--- src/rtl/cfl_pkg.sv ---
package cfl_pkg;
  typedef enum logic [1:0] {ST_IDLE, ST_DEMAND, ST_SERVE} cfl_state_e;
endpackage

--- src/rtl/cfl_evt_ctr.sv ---
module cfl_evt_ctr #(
  parameter int CW = 16
) (
  input  logic          clk_i,
  input  logic          rst_ni,
  input  logic          inc_i,
  output logic [CW-1:0] cnt_o
);
  always_ff @(posedge clk_i or negedge rst_ni) begin
    if (!rst_ni)    cnt_o <= '0;
    else if (inc_i) cnt_o <= cnt_o + 1'b1;
  end
endmodule

--- src/rtl/cfl_burst_srv.sv ---
module cfl_burst_srv #(
  parameter int WB = 2
) (
  input  logic          clk_i,
  input  logic          rst_ni,
  input  logic          start_i,
  input  logic [WB-1:0] word_i,
  input  logic [WB-1:0] len_i,
  output logic          act_o,
  output logic          last_o,
  output logic [WB-1:0] idx_o
);
  logic [WB-1:0] rem_q;

  always_ff @(posedge clk_i or negedge rst_ni) begin
    if (!rst_ni) begin
      act_o <= 1'b0;
      idx_o <= '0;
      rem_q <= '0;
    end else if (start_i) begin
      act_o <= 1'b1;
      idx_o <= word_i;
      rem_q <= len_i;
    end else if (act_o) begin
      if (rem_q == '0) act_o <= 1'b0;
      else begin
        idx_o <= idx_o + 1'b1;  // wraps within the line
        rem_q <= rem_q - 1'b1;
      end
    end
  end

  assign last_o = act_o && (rem_q == '0);

  assert_beats_contig_R3: assert property (@(posedge clk_i) disable iff (!rst_ni)
    act_o && !last_o |=> act_o && idx_o == $past(idx_o) + 1'b1);
  assert_stop_after_last_R3: assert property (@(posedge clk_i) disable iff (!rst_ni)
    last_o && !start_i |=> !act_o);
endmodule

--- src/rtl/cfl_dflash_buf.sv ---
module cfl_dflash_buf #(
  parameter int DAW = 14,
  parameter int DW  = 64
) (
  input  logic           clk_i,
  input  logic           rst_ni,
  input  logic           inval_i,
  input  logic           req_valid_i,
  output logic           req_ready_o,
  input  logic [DAW-1:0] req_addr_i,
  output logic           rsp_valid_o,
  output logic [DW-1:0]  rsp_data_o,
  output logic           arr_req_o,
  output logic [DAW-1:0] arr_addr_o,
  input  logic           arr_rvalid_i,
  input  logic [DW-1:0]  arr_data_i
);
  logic           buf_valid, busy, stale;
  logic [DAW-1:0] buf_addr;
  logic [DW-1:0]  buf_data;
  logic           accept, hit;

  assign req_ready_o = !busy && !inval_i;
  assign accept      = req_valid_i && req_ready_o;
  assign hit         = buf_valid && (buf_addr == req_addr_i);
  assign arr_req_o   = accept && !hit;
  assign arr_addr_o  = req_addr_i;
  assign rsp_data_o  = buf_data;

  always_ff @(posedge clk_i or negedge rst_ni) begin
    if (!rst_ni) begin
      buf_valid   <= 1'b0;
      buf_addr    <= '0;
      buf_data    <= '0;
      busy        <= 1'b0;
      stale       <= 1'b0;
      rsp_valid_o <= 1'b0;
    end else begin
      rsp_valid_o <= 1'b0;
      if (accept && hit) rsp_valid_o <= 1'b1;
      if (arr_req_o) begin
        busy     <= 1'b1;
        stale    <= 1'b0;
        buf_addr <= req_addr_i;
      end
      if (arr_rvalid_i && busy) begin
        busy        <= 1'b0;
        buf_data    <= arr_data_i;
        buf_valid   <= !stale;
        rsp_valid_o <= 1'b1;
      end
      if (inval_i) begin
        buf_valid <= 1'b0;
        if (busy) stale <= 1'b1;
      end
    end
  end

  assert_dhit_next_R9: assert property (@(posedge clk_i) disable iff (!rst_ni)
    accept && hit |=> rsp_valid_o && $stable(buf_data));
  assert_dread_single_R9: assert property (@(posedge clk_i) disable iff (!rst_ni)
    busy |-> !arr_req_o);
  assert_dinval_R8: assert property (@(posedge clk_i) disable iff (!rst_ni)
    inval_i |=> !buf_valid);
endmodule

--- src/rtl/cfl_fetch_buf.sv ---
module cfl_fetch_buf
  import cfl_pkg::*;
#(
  parameter int AW  = 20,
  parameter int DAW = 14,
  parameter int DW  = 64,
  parameter int WPL = 4,
  parameter int CW  = 16,
  localparam int WB     = $clog2(WPL),
  localparam int LAW    = AW - WB,
  localparam int LINE_W = DW * WPL
) (
  input  logic              clk_i,
  input  logic              rst_ni,
  input  logic              inval_i,
  input  logic              creq_valid_i,
  output logic              creq_ready_o,
  input  logic [AW-1:0]     creq_addr_i,
  input  logic [WB-1:0]     creq_len_i,
  output logic              crsp_valid_o,
  output logic              crsp_last_o,
  output logic [DW-1:0]     crsp_data_o,
  output logic              carr_req_o,
  output logic [LAW-1:0]    carr_line_o,
  input  logic              carr_rvalid_i,
  input  logic [LINE_W-1:0] carr_rdata_i,
  input  logic              dreq_valid_i,
  output logic              dreq_ready_o,
  input  logic [DAW-1:0]    dreq_addr_i,
  output logic              drsp_valid_o,
  output logic [DW-1:0]     drsp_data_o,
  output logic              darr_req_o,
  output logic [DAW-1:0]    darr_addr_o,
  input  logic              darr_rvalid_i,
  input  logic [DW-1:0]     darr_rdata_i,
  output logic [CW-1:0]     hit_cnt_o,
  output logic [CW-1:0]     pf_hit_cnt_o,
  output logic [CW-1:0]     miss_cnt_o
);
  cfl_state_e        state;
  logic              lb_valid, pf_valid, pf_want, arr_busy, arr_is_pf, stale;
  logic [LAW-1:0]    lb_line, pf_line, pf_target, dem_line;
  logic [LINE_W-1:0] lb_data, pf_data;
  logic [WB-1:0]     req_word, req_len;

  logic [LAW-1:0] req_line;
  logic           lb_hit, pf_hit, accept, dem_issue, pf_issue, dem_ret;
  logic           srv_start, srv_act, srv_last;
  logic [WB-1:0]  srv_idx, start_word, start_len;

  assign req_line     = creq_addr_i[AW-1:WB];
  assign lb_hit       = lb_valid && (lb_line == req_line);
  assign pf_hit       = pf_valid && (pf_line == req_line);
  assign creq_ready_o = (state == ST_IDLE) && !inval_i && (lb_hit || (!arr_busy && !pf_want));
  assign accept       = creq_valid_i && creq_ready_o;
  assign dem_issue    = accept && !lb_hit && !pf_hit;
  assign pf_issue     = pf_want && !arr_busy && (state != ST_DEMAND) && !dem_issue;
  assign carr_req_o   = dem_issue || pf_issue;
  assign carr_line_o  = dem_issue ? req_line : pf_target;
  assign dem_ret      = carr_rvalid_i && arr_busy && !arr_is_pf;

  assign srv_start  = (accept && (lb_hit || pf_hit)) || dem_ret;
  assign start_word = (state == ST_IDLE) ? creq_addr_i[WB-1:0] : req_word;
  assign start_len  = (state == ST_IDLE) ? creq_len_i : req_len;

  always_ff @(posedge clk_i or negedge rst_ni) begin
    if (!rst_ni) begin
      state     <= ST_IDLE;
      lb_valid  <= 1'b0;
      pf_valid  <= 1'b0;
      pf_want   <= 1'b0;
      arr_busy  <= 1'b0;
      arr_is_pf <= 1'b0;
      stale     <= 1'b0;
      lb_line   <= '0;
      pf_line   <= '0;
      pf_target <= '0;
      dem_line  <= '0;
      lb_data   <= '0;
      pf_data   <= '0;
      req_word  <= '0;
      req_len   <= '0;
    end else begin
      if (accept) begin
        req_word <= creq_addr_i[WB-1:0];
        req_len  <= creq_len_i;
        if (lb_hit) begin
          state <= ST_SERVE;
        end else if (pf_hit) begin
          state     <= ST_SERVE;
          lb_line   <= pf_line;
          lb_data   <= pf_data;
          lb_valid  <= 1'b1;
          pf_valid  <= 1'b0;
          pf_want   <= 1'b1;
          pf_target <= pf_line + 1'b1;
        end else begin
          state    <= ST_DEMAND;
          pf_valid <= 1'b0;  // outstanding prefetch line dropped
          dem_line <= req_line;
        end
      end
      if (carr_req_o) begin
        arr_busy  <= 1'b1;
        arr_is_pf <= pf_issue;
        stale     <= 1'b0;
        if (pf_issue) pf_want <= 1'b0;
      end
      if (carr_rvalid_i && arr_busy) begin
        arr_busy <= 1'b0;
        if (arr_is_pf) begin
          if (!stale) begin
            pf_data  <= carr_rdata_i;
            pf_line  <= pf_target;
            pf_valid <= 1'b1;
          end
        end else begin
          state     <= ST_SERVE;
          lb_data   <= carr_rdata_i;
          lb_line   <= dem_line;
          lb_valid  <= !stale;
          pf_want   <= !stale;
          pf_target <= dem_line + 1'b1;
        end
      end
      if (state == ST_SERVE && srv_last) state <= ST_IDLE;
      if (inval_i) begin
        lb_valid <= 1'b0;
        pf_valid <= 1'b0;
        pf_want  <= 1'b0;
        if (arr_busy) stale <= 1'b1;
      end
    end
  end

  cfl_burst_srv #(.WB(WB)) u_srv (
    .clk_i  (clk_i),
    .rst_ni (rst_ni),
    .start_i(srv_start),
    .word_i (start_word),
    .len_i  (start_len),
    .act_o  (srv_act),
    .last_o (srv_last),
    .idx_o  (srv_idx)
  );

  assign crsp_valid_o = srv_act;
  assign crsp_last_o  = srv_last;
  assign crsp_data_o  = lb_data[srv_idx*DW +: DW];

  cfl_evt_ctr #(.CW(CW)) u_hit_ctr (
    .clk_i(clk_i), .rst_ni(rst_ni), .inc_i(accept && lb_hit), .cnt_o(hit_cnt_o));
  cfl_evt_ctr #(.CW(CW)) u_pf_ctr (
    .clk_i(clk_i), .rst_ni(rst_ni), .inc_i(accept && !lb_hit && pf_hit), .cnt_o(pf_hit_cnt_o));
  cfl_evt_ctr #(.CW(CW)) u_miss_ctr (
    .clk_i(clk_i), .rst_ni(rst_ni), .inc_i(dem_issue), .cnt_o(miss_cnt_o));

  cfl_dflash_buf #(.DAW(DAW), .DW(DW)) u_dbuf (
    .clk_i       (clk_i),
    .rst_ni      (rst_ni),
    .inval_i     (inval_i),
    .req_valid_i (dreq_valid_i),
    .req_ready_o (dreq_ready_o),
    .req_addr_i  (dreq_addr_i),
    .rsp_valid_o (drsp_valid_o),
    .rsp_data_o  (drsp_data_o),
    .arr_req_o   (darr_req_o),
    .arr_addr_o  (darr_addr_o),
    .arr_rvalid_i(darr_rvalid_i),
    .arr_data_i  (darr_rdata_i)
  );

  assert_hit_first_beat_R2: assert property (@(posedge clk_i) disable iff (!rst_ni)
    accept && lb_hit |=> crsp_valid_o && hit_cnt_o == $past(hit_cnt_o) + 1'b1);
  assert_miss_waits_R4: assert property (@(posedge clk_i) disable iff (!rst_ni)
    dem_issue |=> state == ST_DEMAND && arr_busy && !pf_valid);
  assert_pf_after_fill_R5: assert property (@(posedge clk_i) disable iff (!rst_ni)
    dem_ret && !stale && !inval_i |=> pf_want && pf_target == $past(dem_line) + 1'b1);
  assert_pf_moves_R6: assert property (@(posedge clk_i) disable iff (!rst_ni)
    accept && !lb_hit && pf_hit |=> lb_valid && !pf_valid && !arr_busy && state == ST_SERVE);
  assert_one_read_R7: assert property (@(posedge clk_i) disable iff (!rst_ni)
    arr_busy |-> !carr_req_o);
  assert_inval_clear_R8: assert property (@(posedge clk_i) disable iff (!rst_ni)
    inval_i |=> !lb_valid && !pf_valid && !pf_want);
  assert_dpath_isolated_R10: assert property (@(posedge clk_i) disable iff (!rst_ni)
    darr_req_o && !creq_valid_i && !pf_want |-> !carr_req_o);
endmodule

--- config.mk ---
export PLATFORM = sky130hd
export DESIGN_NAME = cfl_fetch_buf
export DESIGN_NICKNAME = d
export VERILOG_FILES = /design/src/rtl/cfl_pkg.sv /design/src/rtl/cfl_evt_ctr.sv /design/src/rtl/cfl_burst_srv.sv /design/src/rtl/cfl_dflash_buf.sv /design/src/rtl/cfl_fetch_buf.sv
export SDC_FILE = /design/constraint.sdc
export NUM_CORES = 1
export LEC_CHECK = 0
export BUFFER_PORTS_ARGS = -buffer_cell sky130_fd_sc_hd__buf_2
export CAP_MARGIN = 20
export CORE_ASPECT_RATIO = 1.4
export CORE_MARGIN = 3
export CORE_UTILIZATION = 53
export CTS_CLUSTER_DIAMETER = 30
export DETAILED_ROUTE_END_ITERATION = 16
export GPL_TIMING_DRIVEN = 0
export PLACE_DENSITY = 0.75
export SYNTH_ARGS = -nofsm -noshare
export SYNTH_HDL_FRONTEND = slang
export SYNTH_SLANG_ARGS = --single-unit
export TNS_END_PERCENT = 30
--- constraint.sdc ---
create_clock -name clk_i -period 4.7 [get_ports clk_i]
set_input_delay 0.47 -clock clk_i [delete_from_list [all_inputs] [get_ports clk_i]]
set_output_delay 0.47 -clock clk_i [all_outputs]
set_load 0.03 [all_outputs]
* Yosys cells after proc, flatten, opt, wreduce, memory -nomap -nowiden
Index checks and enable logic that the tools add are counted.
Widths: inputs -> output; s select.
** Cells by class
- Shift operators :: 1
- Mux-type cells :: 67
- Divide/modulo/power cells :: 0
- Eq/ne operators :: 6
- $lt $le $gt $ge :: 0
- Add/subtract/negate cells :: 7
- Bitwise operators :: 3
- Reductions and logical operators :: 48
- $mul :: 0
** Operators with widths (number)
- $mux 256 :: 5
- $shiftx 256x9->64 :: 1
- $mux 18 :: 11
- $add 16x1->16 const B :: 3
- $mux 1 :: 37
- $add 18x1->18 const B :: 2
- $eq 18x18->1 :: 2
- $mux 2 :: 14
- $logic_and 1x1->1 :: 24
- $eq 14x14->1 :: 1
- $logic_not 1->1 :: 11
- $reduce_bool 2->1 :: 4
- $reduce_and 3->1 :: 2
- $logic_not 2->1 :: 2
- $logic_or 1x1->1 :: 4
- $not 1->1 :: 3
- $add 2x1->2 const B :: 1
- $eq 2x2->1 const B :: 1
- $ne 2x1->1 const B :: 1
- $ne 2x2->1 const B :: 1
- $reduce_and 2->1 :: 1
- $sub 2x1->2 const B :: 1
** Storage, ports and cells
- Output and inout port bits :: 215
- Bits in writable memories :: 0
- Bits in read-only memories :: 0
- Bits in latches :: 0
- Register bits :: 731
- Memories kept :: 0
- Input port bits :: 363
- Logic and storage cells :: 159

* Logic depth before layout (Yosys ltp)
- Depth in word-level cells :: 14
- Gate-level depth with buffers :: 10
- Depth with buffers taken out :: 6

* Cells and area by module
Synthesis repeated with hierarchy kept, for this count alone.
** Unflattened totals
- Cell total of the unflattened synthesis :: 2601
- Area total of the unflattened synthesis :: 33188.1 µm²
** By module, submodules not included
- cfl_fetch_buf :: cells each 2192, sequential area each 14914.3 µm², times used 1, area each 27493.9 µm²
- cfl_dflash_buf :: cells each 215, sequential area each 2052.0 µm², times used 1, area each 3340.7 µm²
- cfl_evt_ctr :: cells each 56, sequential area each 400.4 µm², times used 3, area each 695.7 µm²
- cfl_burst_srv :: cells each 26, sequential area each 125.1 µm², times used 1, area each 266.5 µm²

* Least setup slack after synthesis
Ideal clock, no wire load.
- Kind :: input-to-output
- From :: in inval_i
- To :: out carr_line_o[0]
- Stages on the path :: 8
- Path slack :: 1.937 ns
- Buffers on the path :: 3
- Required time :: 4.230 ns
- Arrival :: 2.293 ns
- Path through :: buf_2 nor4b_2 nand2_1 a21o_1 or2_2 buf_2 buf_2 mux2_2
** Between the ends
- Cells in the longest elaborated chain, start to end :: 7
** RTL lines
- start, declared :: RTL line cfl_fetch_buf.sv:15 : input logic inval_i,
- $logic_not 1->1 :: RTL line cfl_fetch_buf.sv:54 : assign creq_ready_o = (state == ST_IDLE) && !inval_i && (lb_hit || (!arr_busy && !pf_want));
- $logic_and 1x1->1 (2 in series) :: RTL line cfl_fetch_buf.sv:54
- $logic_and 1x1->1 :: RTL line cfl_fetch_buf.sv:55 : assign accept = creq_valid_i && creq_ready_o;
- $logic_and 1x1->1 (2 in series) :: RTL line cfl_fetch_buf.sv:56 : assign dem_issue = accept && !lb_hit && !pf_hit;
- $mux 18 :: RTL line cfl_fetch_buf.sv:59 : assign carr_line_o = dem_issue ? req_line : pf_target;
- end, declared :: RTL line cfl_fetch_buf.sv:24 : output logic [LAW-1:0] carr_line_o,
Every way passes these cells.

* Final worst setup path
- From :: reg pf_line[2]
- To :: out carr_line_o[0]
** Between the ends
- Cells in the longest elaborated chain, start to end :: 5
** RTL lines
- start, declared :: RTL line cfl_fetch_buf.sv:42 : logic [LAW-1:0] lb_line, pf_line, pf_target, dem_line;
- start signal, assigned :: RTL line cfl_fetch_buf.sv:114 : pf_line <= pf_target;
- $eq 18x18->1 :: RTL line cfl_fetch_buf.sv:53 : assign pf_hit = pf_valid && (pf_line == req_line);
- $logic_and 1x1->1 :: RTL line cfl_fetch_buf.sv:53
- $logic_not 1->1 :: RTL line cfl_fetch_buf.sv:56
- $logic_and 1x1->1 :: RTL line cfl_fetch_buf.sv:56
- $mux 18 :: RTL line cfl_fetch_buf.sv:59
Every way passes these cells.

==> impl_table.tex <==
\begin{tabular}{lr}
\hline
Metric & Value \\
\hline
\multicolumn{2}{l}{\textbf{Yosys}} \\
\quad Synth top area share & 55.1\% \\
\quad Netlist Area Pre-Place & 33200 sq um \\
\quad Ys async rst share & 100\% \\
\quad Top cells by area, synth & dfrtp\_1, mux2\_2, nand3\_1 \\
\quad Number of synthesized register bits & 731 \\
\quad Most used flip-flop cell after synthesis & dfrtp\_1 \\
\quad Synth Area per Inst & 11.2 sq um \\
\quad Count of flip-flops with a built-in enable after synthesis & 0 \\
\quad Mapped Nets & 3326 \\
\quad Total number of yosys warnings & 0 \\
\quad Cell accounting for the most synthesized area & dfrtp\_1 \\
\quad Sequential cell area fraction in the yosys report & 55.1\% \\
\quad Netlist cell types & 52 \\
\quad Gate Count Post-Synth & 2957 \\
\multicolumn{2}{l}{\textbf{Final layout}} \\
\quad Fraction of final layout cells with drive strength greater than 1 & 33.4\% \\
\quad Signed area change from the synthesized netlist to the final layout & 36.3\% \\
\quad Final-stage net count & 4349 \\
\quad Post-Route Utilization & 73.6\% \\
\quad Fill cell total of the finished layout & 4065 \\
\multicolumn{2}{l}{\textbf{Pwr}} \\
\quad Lkg Pwr & 21.5 nW \\
\quad Highest ir drop seen on vdd & 0.549 mV \\
\quad Power density over the cells & 686 nW/um\^{}2 \\
\multicolumn{2}{l}{\textbf{Run}} \\
\quad Max-cap viol count & 0 \\
\multicolumn{2}{l}{\textbf{Critical path}} \\
\quad CP endpoint & carr\_line\_o[0] \\
\quad CP dominant cell by count & buf\_2 \\
\quad Crit path buffers/inverters & 4 \\
\quad Crit path cell chain & buf\_2 > xnor2\_1 > nand3\_1 > or3\_1 > nor2\_1 > or2\_2 > buf\_2 > buf\_2 > mux2\_2 > buf\_2 \\
\quad Worst setup path startpoint & pf\_line[2]\$\_DFFE\_PN0P\_ \\
\quad Slowest stage delay, CP & 0.45 ns \\
\quad Setup slack, reg-to-reg & 1.02 ns \\
\quad Arrival time of the worst setup path & 3.83 ns \\
\quad End of the worst register-to-register path & lb\_data[0]\$\_DFF\_PN0\_ \\
\quad Worst-path fanout max & 10 \\
\quad Endpoint kind of the worst setup timing path & output port \\
\quad Worst reg2reg path startpoint & lb\_line[8]\$\_DFF\_PN0\_ \\
\quad Type of origin of the critical path & register \\
\quad Slowest cell on the critical path & or3\_1 \\
\quad CP top delay family & simple AND/OR/NAND/NOR gates \\
\quad Cell depth of the worst setup path & 10 \\
\quad Category of the most critical setup path & register to output port \\
\quad Depth of the worst register-to-register path & 9 \\
\quad Worst Path Required & 4.23 ns \\
\multicolumn{2}{l}{\textbf{Routing}} \\
\quad Number of DRC violations after detailed routing & 0 \\
\quad Final wirelength & 123 mm \\
\quad Drt initial violations & 3003 \\
\quad Average routed wire per standard cell & 25.0 microns \\
\quad Count of vias placed by the detailed router & 29.8k \\
\quad Routed via count divided by cell count & 6.04 \\
\quad Detail Route Antenna Nets & 0 \\
\quad Drt pass-1 iters & 6 \\
\multicolumn{2}{l}{\textbf{Clocking}} \\
\quad H-tree levels & 4 \\
\quad Number of buffers added to fix hold violations after cts & 290 \\
\quad Number of buffers inserted to repair setup after CTS & 0 \\
\quad Clock insertion delay at the later pin of the skew report & 0.72 ns \\
\quad CTS clock-pin slew for the worst setup and hold paths & 0.05 ns \\
\quad Maximum number of buffers from clock root to sink & 3 \\
\quad Clock tree from TritonCTS & done \\
\quad Number of buffers inserted during clock tree synthesis & 135 \\
\quad Clock root buffer & clkbuf\_16 \\
\quad Clock net sink count & 731 \\
\quad Total of cells resized after clock tree synthesis & 0 \\
\multicolumn{2}{l}{\textbf{Placed design}} \\
\quad Total half-perimeter wirelength after legalization and detailed placement & 84.3 mm \\
\quad Placer's final routability congestion estimate & 0.926 \\
\quad Number of buffers inserted by port buffering & 576 \\
\multicolumn{2}{l}{\textbf{Die}} \\
\quad Boundary Pins & 578 \\
\quad Initial standard-cell utilization of the core & 54.0\% \\
\quad Die boundary width & 218 microns \\
\quad Die outline area & 65700 sq um \\
\quad Die extent in y & 302 microns \\
\quad Core area & 61500 sq um \\
\quad Num rows & 107 \\
\multicolumn{2}{l}{\textbf{Global routing}} \\
\quad Antenna violations before repair & 24 \\
\quad GR Util All Layers & 36.8\% \\
\quad Number of global-route vias before repair & 30.7k \\
\quad Maximum number of pins on one net before global-route repair & 122 \\
\quad Overflow after GRT & 0 \\
\quad Wire length of the first global-routing pass & 182 mm \\
\multicolumn{2}{l}{\textbf{Timing}} \\
\quad Max Freq & 0.233 GHz \\
\quad Unrepaired setup endpoints after global routing & false \\
\quad Hold\_ws & 0.0219 ns \\
\quad Worst slew slack as a fraction of its limit & 20.5\% \\
\quad Ratio of final minimum period to clock period & 91.4\% \\
\quad Number of hold violations in the final report & 0 \\
\quad Time the worst path needs with I/O delays and setup & 4.30 ns \\
\quad Transition time at the pin with the least slew margin & 1.19 ns \\
\quad Number of max-slew violations in the final report & 0 \\
\quad Setup clock skew after layout & 0.0313 ns \\
\quad Final setup fails & 0 \\
\multicolumn{2}{l}{\textbf{Worst hold path}} \\
\quad Worst hold path class & input pin to register \\
\multicolumn{2}{l}{\textbf{Run status}} \\
\quad Status & finished clean \\
\hline
\end{tabular}
[state kept, by name (all words and copies together), names as in the netlist, 14 cells and up]
register / count
u_hit_ctr.cnt_o: 16
pf_data: 256
lb_line: 18
pf_target: 18
dem_line: 18
u_miss_ctr.cnt_o: 16
u_dbuf.buf_addr: 14
lb_data: 256
u_dbuf.rsp_data_o: 64
pf_line: 18
u_pf_ctr.cnt_o: 16
[how the worst min path moves through the flow]
stage,from,to,slack [ns],cells past startpoint
2_1_floorplan,rst_ni,arr_busy$_DFFE_PN0P_,0.17,0
3_3_place_gp,u_pf_ctr.cnt_o[15]$_DFFE_PN0P_,u_pf_ctr.cnt_o[15]$_DFFE_PN0P_,0.45,1
3_5_place_dp,u_miss_ctr.cnt_o[15]$_DFFE_PN0N_,u_miss_ctr.cnt_o[15]$_DFFE_PN0N_,0.45,1
4_1_cts,carr_rdata_i[223],lb_data[223]$_DFF_PN0_,0.001,3
5_1_grt,darr_rdata_i[8],u_dbuf.rsp_data_o[8]$_DFFE_PN0P_,0.002,2
6_report,carr_rdata_i[204],lb_data[204]$_DFF_PN0_,0.02,3
[synthesized netlist by cell type, types with 2 or more instances]
library cell / number
buf_1: 45
and2_1: 4
or3_1: 3
nand3_1: 837
buf_4: 15
buf_2: 54
and3_1: 17
xnor2_1: 73
a21oi_1: 4
nand2b_1: 3
mux4_2: 64
o21a_1: 2
ha_1: 6
and3b_1: 2
nor2_1: 22
nor2b_1: 5
nor3b_1: 2
nor4_2: 2
nand2_1: 357
clkbuf_1: 132
o21ai_0: 4
mux2_2: 394
inv_1: 7
dfrtp_1: 731
mux2i_1: 8
or2_2: 4
xor2_1: 56
and4_1: 7
nor4_1: 13
o211ai_1: 15
a31oi_1: 2
nor3_1: 16
nand4_1: 32
[stage by stage]
| stage | setup WS [ns] | cell area (sq um) | cells | setup TNS [ns] | total power (W) |
|---|---|---|---|---|---|
| 6_report | 0.403 | 45300 | 4933 | 0 | 0.0310 |
| 5_1_grt | 0.282 | 45200 | 4920 | 0 | 0.0322 |
| 4_1_cts | 0.410 | 45200 | 4904 | 0 | 0.0308 |
| 3_5_place_dp | 0.842 | 37500 | 4367 | 0 | 0.0204 |
| 3_3_place_gp | -12.42 | 37100 | 4350 | -8998.54 | 0.0199 |
| 2_1_floorplan | 1.94 | 33200 | 2957 | 0 | 0.0167 |
[power breakdown]
group,internal (W),switching (W)
clock network,0.00647,0.00359
logic,0.00420,0.00605
registers,0.00891,0.00181
total,0.0196,0.0115
[cells in the final DEF (no fill, tap or decap), types with 5 or more instances in the layout]
| cell | netlist | layout |
|---|---|---|
| clkinv_2 | 0 | 11 |
| mux2i_1 | 8 | 8 |
| clkbuf_8 | 0 | 13 |
| dfrtp_1 | 731 | 731 |
| nor3_1 | 16 | 16 |
| clkinv_4 | 0 | 13 |
| and4_1 | 7 | 7 |
| diode_2 | 0 | 26 |
| nor4_1 | 13 | 13 |
| buf_4 | 15 | 15 |
| nand4_1 | 32 | 32 |
| inv_6 | 0 | 17 |
| o211ai_1 | 15 | 15 |
| dlygate4sd3_1 | 0 | 292 |
| and3_1 | 17 | 17 |
| xnor2_1 | 73 | 73 |
| mux4_2 | 64 | 64 |
| nand2_1 | 357 | 357 |
| clkinvlp_4 | 0 | 13 |
| mux2_2 | 394 | 394 |
| inv_8 | 0 | 5 |
| clkbuf_1 | 132 | 147 |
| nor2_1 | 22 | 22 |
| clkbuf_16 | 0 | 135 |
| buf_2 | 54 | 631 |
| clkinv_8 | 0 | 6 |
| buf_16 | 0 | 12 |
| buf_1 | 45 | 43 |
| nand3_1 | 837 | 837 |
| nor2b_1 | 5 | 5 |
| ha_1 | 6 | 6 |
| bufinv_16 | 0 | 16 |
| buf_8 | 0 | 7 |
| xor2_1 | 56 | 56 |
| inv_1 | 7 | 7 |
[worst reg2reg max path, stage by stage, from the launching register on]
cell,delay [ns]
dfrtp_1,0.38
xor2_1,0.14
nor3_1,0.73
and3_1,0.44
a2111o_1,0.26
clkbuf_1,0.48
buf_16,0.22
clkbuf_1,0.66
nand3_1,0.16
nand3_1,0.13
[area by class of cell]
cell class	count	area [sq um]	area share, %
Buffer	246	1050	2.32
Tap cell	817	1020	2.26
Clock buffer	163	3610	7.98
Multi-Input combinational cell	1973	13800	30.6
Sequential cell	731	18300	40.4
Clock inverter	84	1110	2.45
Timing Repair Buffer	886	6240	13.8
Antenna cell	26	65.1	0.144
Inverter	7	26.3	0.0581
[cells by family after synthesis]
kind of cell             Yosys count  share of synthesized area (%)
AND/OR/NAND/NOR                 1334                           19.3
flip-flops                       731                           55.1
multiplexers                     466                           17.9
XOR/XNOR                         129                           3.40
buffers and inverters            253                           3.23
AO/OA/AOI/OAI                     38                          0.844
adder cells (fa/ha/maj)            6                          0.226
[layer usage]
metal | wire, microns | global-route usage (%)
met4 | 8280 | 22.1
met1 | 42300 | 41.9
met5 | 71 | 0
met3 | 11500 | 9.52
met2 | 60900 | 62.5
(Power assumes the default switching activity.)
